<file path="src/rtl/bcu_pkg.sv">
package bcu_pkg;
  typedef enum logic [2:0] {
    CS_NEVER   = 3'b000,
    CS_ALWAYS  = 3'b001,
    CS_ZERO    = 3'b010,
    CS_NONZERO = 3'b011,
    CS_NONNEG  = 3'b100,
    CS_NEG     = 3'b101,
    CS_RSV6    = 3'b110,
    CS_RSV7    = 3'b111
  } cond_sel_e;

  typedef enum logic [1:0] {
    ST_IDLE = 2'd0,
    ST_LINK = 2'd1,
    ST_TGT  = 2'd2
  } step_e;
endpackage

</file>
<file path="src/rtl/bcu_cond_eval.sv">
module bcu_cond_eval #(
  parameter int DATA_W = 32,
  parameter int LANE_W = 8
) (
  input  logic [2:0]        sel_i,
  input  logic [DATA_W-1:0] opd_i,
  output logic              met_o
);
  import bcu_pkg::*;
  localparam int NUM_LANES = DATA_W / LANE_W;

  logic [NUM_LANES-1:0] lane_zero;
  logic                 is_zero;
  logic                 is_neg;

  // per-lane NOR, then AND across lanes keeps the zero test shallow
  for (genvar g = 0; g < NUM_LANES; g++) begin : g_lane
    assign lane_zero[g] = ~|opd_i[g*LANE_W +: LANE_W];
  end

  assign is_zero = &lane_zero;
  assign is_neg  = opd_i[DATA_W-1];

  always_comb begin
    unique case (cond_sel_e'(sel_i))
      CS_NEVER:   met_o = 1'b0;
      CS_ALWAYS:  met_o = 1'b1;
      CS_ZERO:    met_o = is_zero;
      CS_NONZERO: met_o = ~is_zero;
      CS_NONNEG:  met_o = ~is_neg;
      CS_NEG:     met_o = is_neg;
      default:    met_o = 1'b0;
    endcase
  end
endmodule

</file>
<file path="src/rtl/bcu_con_reg.sv">
module bcu_con_reg (
  input  logic clk_i,
  input  logic rst_ni,
  input  logic ld_i,
  input  logic d_i,
  output logic q_o
);
  always_ff @(posedge clk_i or negedge rst_ni) begin
    if (!rst_ni)   q_o <= 1'b0;
    else if (ld_i) q_o <= d_i;
  end
endmodule

</file>
<file path="src/rtl/bcu_step_seq.sv">
module bcu_step_seq (
  input  logic clk_i,
  input  logic rst_ni,
  input  logic start_i,
  input  logic link_i,
  output logic link_step_o,
  output logic tgt_step_o
);
  import bcu_pkg::*;
  step_e step_q, step_d;

  always_comb begin
    step_d = ST_IDLE;
    if (start_i)                step_d = link_i ? ST_LINK : ST_TGT;
    else if (step_q == ST_LINK) step_d = ST_TGT;
  end

  always_ff @(posedge clk_i or negedge rst_ni) begin
    if (!rst_ni) step_q <= ST_IDLE;
    else         step_q <= step_d;
  end

  assign link_step_o = (step_q == ST_LINK);
  assign tgt_step_o  = (step_q == ST_TGT);
endmodule

</file>
<file path="src/rtl/branch_cond_unit.sv">
module branch_cond_unit #(
  parameter int DATA_W = 32,
  parameter int LANE_W = 8
) (
  input  logic              clk_i,
  input  logic              rst_ni,
  input  logic              lcon_i,
  input  logic              link_i,
  input  logic [2:0]        cond_sel_i,
  input  logic [DATA_W-1:0] bus_i,
  output logic              con_o,
  output logic              link_we_o,
  output logic              rb_oe_o,
  output logic              pc_ld_o
);
  logic met;
  logic tgt_step;

  bcu_cond_eval #(.DATA_W(DATA_W), .LANE_W(LANE_W)) i_eval (
    .sel_i (cond_sel_i),
    .opd_i (bus_i),
    .met_o (met)
  );

  bcu_con_reg i_con (
    .clk_i  (clk_i),
    .rst_ni (rst_ni),
    .ld_i   (lcon_i),
    .d_i    (met),
    .q_o    (con_o)
  );

  bcu_step_seq i_seq (
    .clk_i       (clk_i),
    .rst_ni      (rst_ni),
    .start_i     (lcon_i),
    .link_i      (link_i),
    .link_step_o (link_we_o),
    .tgt_step_o  (tgt_step)
  );

  assign rb_oe_o = tgt_step;
  assign pc_ld_o = tgt_step & con_o;
endmodule

</file>
<file path="config.mk">
export PLATFORM = sky130hd
export DESIGN_NAME = branch_cond_unit
export DESIGN_NICKNAME = d
export VERILOG_FILES = /design/src/rtl/bcu_pkg.sv /design/src/rtl/bcu_cond_eval.sv /design/src/rtl/bcu_con_reg.sv /design/src/rtl/bcu_step_seq.sv /design/src/rtl/branch_cond_unit.sv
export SDC_FILE = /design/constraint.sdc
export NUM_CORES = 1
export LEC_CHECK = 0
export ABC_AREA = 1
export BUFFER_PORTS_ARGS = -buffer_cell sky130_fd_sc_hd__buf_2
export CORE_AREA = 2 2 39 41
export DETAILED_ROUTE_END_ITERATION = 8
export DIE_AREA = 0 0 41 43
export GPL_TIMING_DRIVEN = 0
export PLACE_DENSITY = 0.68
export SETUP_SLACK_MARGIN = 0.15
export SLEW_MARGIN = 0
export SYNTH_ARGS = -nofsm -noshare
export SYNTH_HDL_FRONTEND = slang
export SYNTH_SLANG_ARGS = --single-unit
</file>
<file path="constraint.sdc">
create_clock -name clk_i -period 1.2 [get_ports clk_i]
set_clock_uncertainty 0.1 [all_clocks]
set_input_delay 0.18 -clock clk_i [delete_from_list [all_inputs] [get_ports clk_i]]
set_output_delay 0.18 -clock clk_i [all_outputs]
set_load 0.01 [all_outputs]
</file>
==> load_flow_metrics.sql <==
INSERT INTO impl_metrics (metric_group, metric, value, unit) VALUES
('power_and_ir_drop', 'p_leak', '0.000379', 'uW'),
('finish', 'layout.nets', '149', ''),
('sta', 'tightestPinTransition', '0.125', 'ns'),
('floorplanning', 'row_count', '14', ''),
('logic_synthesis', 'yosysUniqueCellTypes', '9', ''),
('finish', 'synthToLayoutAreaGrowth', '127', '%'),
('power_and_ir_drop', 'ir_worst_vdd', '0.000299', 'V'),
('finish', 'post-route-util', '48.5', '%'),
('grt', 'grt_max_degree', '5', ''),
('drt', 'drt.antenna.violating_nets', '0', ''),
('finish', 'mostFrequentLayoutCell', 'sky130_fd_sc_hd__buf_2', ''),
('placement', 'gpl.final_weighted_congestion', '0.580', ''),
('clock_network', 'clock_tree.buffer_depth', '2', ''),
('clock_network', 'cts_root_buf', 'sky130_fd_sc_hd__clkbuf_4', ''),
('clock_network', 'clk_pin_slew', '0.04', 'ns'),
('worst_setup_path', 'critical_path_peak_fanout', '2', ''),
('sta', 'timing.final.ws_setup', '-0.0391', 'ns'),
('finish', 'drive_gt1_share', '53.2', '%'),
('power_and_ir_drop', 'power_per_cell_area', '693', 'nW/um^2'),
('drt', 'detail_route.wl_per_cell', '8.65', 'um'),
('logic_synthesis', 'synth.area.top_cells', 'sky130_fd_sc_hd__nor2_1 (33%), sky130_fd_sc_hd__dfrtp_1 (25%), sky130_fd_sc_hd__nand2_1 (22%)', ''),
('finish', 'antennaDiodeCount', '0', ''),
('sta', 'worst_hold_slack', '0.0691', 'ns'),
('sta', 'totalNegativeSetupSlack', '-0.0680', 'ns'),
('power_and_ir_drop', 'seq_power_share', '25.0', '%'),
('floorplanning', 'effective_utilization_at_floorplan', '21.3', '%'),
('sta', 'worst_slew_margin_rel', '91.6', '%'),
('logic_synthesis', 'ys_ff_latch', '3', ''),
('placement', 'numPortBuffers', '42', ''),
('power_and_ir_drop', 'internal_power', '338', 'uW'),
('clock_network', 'cts_buffers', '3', ''),
('sta', 'report.final.slew_viol_count', '0', ''),
('sta', 'time_the_worst_path_needs_with_i_o_delays_and_setup', '1.24', 'ns'),
('drt', 'drt_pre_antenna_iters', '4', ''),
('floorplanning', 'fp.coreArea', '1380', 'um^2'),
('placement', 'place_worst_setup_slack', '0.0605', 'ns'),
('finish', 'seqCellArea', '75.1', 'um^2'),
('grt', 'grt.overflow.total', '0', ''),
('power_and_ir_drop', 'power.switching', '126', 'uW'),
('power_and_ir_drop', 'combinational_power_share', '36.4', '%'),
('finish', 'layout.cells.most_common_list', 'sky130_fd_sc_hd__buf_2 (35), sky130_fd_sc_hd__nor2_1 (18), sky130_fd_sc_hd__nand2_1 (17), sky130_fd_sc_hd__inv_1 (7), sky130_fd_sc_hd__buf_6 (7)', ''),
('worst_setup_path', 'critical_path_required', '0.92', 'ns'),
('sta', 'report.final.setup_viol', '2', ''),
('drt', 'drt_drc_violations_left', '0', ''),
('status', 'result_of_the_run', 'complete, but fails checks', ''),
('drt', 'avgViaCountPerCell', '4.02', ''),
('floorplanning', 'fp.dieArea', '1760', 'um^2'),
('worst_setup_path', 'cp.arrival', '0.96', 'ns'),
('logic_synthesis', 'synth.net_count', '98', ''),
('min_path', 'worstHoldPathType', 'in -> reg', ''),
('floorplanning', 'io_pins', '43', ''),
('floorplanning', 'die_w', '41', 'um'),
('power_and_ir_drop', 'report.power.total', '465', 'uW'),
('sta', 'maximum_clock_rate', '807', 'MHz'),
('logic_synthesis', 'synthesis.instances', '59', ''),
('logic_synthesis', 'yosys.area.top_type', 'sky130_fd_sc_hd__nor2_1', ''),
('worst_setup_path', 'worstSetupPathType', 'reg -> out', ''),
('finish', 'area_of_combinational_cells_with_multiple_inputs', '225', 'um^2'),
('logic_synthesis', 'synth_seq_area_share', '25.4', '%'),
('status', 'violations_in_the_final_reports', 'negative setup slack', ''),
('logic_synthesis', 'yosysWarnings', '0', ''),
('grt', 'global_route.usage.total', '10.7', '%'),
('drt', 'via_count', '503', ''),
('clock_network', 'clk_latency', '0.23', 'ns'),
('drt', 'initialDrtViolationCount', '1', ''),
('worst_setup_path', 'startpoint_types', 'flip-flop', ''),
('clock_network', 'cts.sinks', '3', ''),
('clock_network', 'htree_num_levels', '1', ''),
('clock_network', 'cts_tree', 'done', ''),
('drt', 'drt_wl_total', '1080', 'um'),
('grt', 'grt_antenna_before_repair', '0', '');
==> kinds of logic after synthesis <==
kind of cell | Yosys count | synth area share, %
and+or+nand+nor | 45 | 58.5
buffers and inverters | 8 | 10.2
DFF | 3 | 25.4
AOI/OAI and AO/OA | 3 | 5.93
==> layer usage <==
layer,share of wire [%],global-route usage [%],vias up
li1,-,-,273
met1,30,10.7,201
met2,60,20.9,29
met3,9.3,0,0
met4,0,4.00,0
met5,0,0,-
==> cell usage after synthesis, drive strengths merged <==
library cell / n
a21oi: 1
and3: 1
dfrtp: 3
inv: 8
nand2: 17
nand3: 1
nor2: 26
o21ai: 1
o21bai: 1
==> through the flow <==
stage | instance area (um^2) | cells
after floorplan | 295 | 59
after global placement | 526 | 117
after detailed placement | 526 | 117
after CTS | 579 | 123
after global routing | 671 | 125
final | 671 | 125
==> final cells by class <==
class                           instances  share of cell area [%]
Clock buffer                            4                    3.92
Timing Repair Buffer                   46                    43.8
Sequential cell                         3                    11.2
Multi-Input combinational cell         48                    33.6
Tap cell                               16                    2.99
Inverter                                8                    4.48
==> path summary, 6_finish.rpt <==
kind	start	end	slack, ns	cells past startpoint
min reg2reg	i_con.q_o	i_con.q_o	0.48	3
max in group asynchronous	rst_ni	i_con.q_o	0.70	2
min	link_i	i_seq.step_q[0]	0.07	3
min in group asynchronous	rst_ni	i_seq.step_q[1]	0.19	2
max reg2reg	i_seq.step_q[0]	i_seq.step_q[1]	0.24	5
max	i_seq.step_q[0]	pc_ld_o	-0.04	3
==> registers in the layout, indices dropped and copies added, names as in the netlist <==
register and count:
i_seq.step_q 2, i_con.q_o 1
==> repair_timing <==
| item | 4_1_cts | 5_1_grt |
|---|---|---|
| resized for setup | 2 | 19 |
| setup endpoints to repair | 3 | 5 |
| pin swaps | 1 | 19 |
| hold endpoints to repair | 3 | 0 |
| buffers inserted | 1 | 2 |
| hold buffers | 1 | 0 |
==> critical path, cell delays in order, from the launching register on <==
cell,delay (ns)
sky130_fd_sc_hd__dfrtp_1,0.39
sky130_fd_sc_hd__inv_2,0.07
sky130_fd_sc_hd__and3_1,0.15
sky130_fd_sc_hd__buf_2,0.13
==> power groups by stage <==
stage                     logic, uW  registers (uW)  clock network [uW]
after floorplan                41.4             117                   0
after global placement          116             116                   0
after detailed placement        119             116                   0
after CTS                       136             114                 180
after global routing            189             117                 184
final                           169             116                 179
Note: power is estimated with default switching activity, not from simulation.
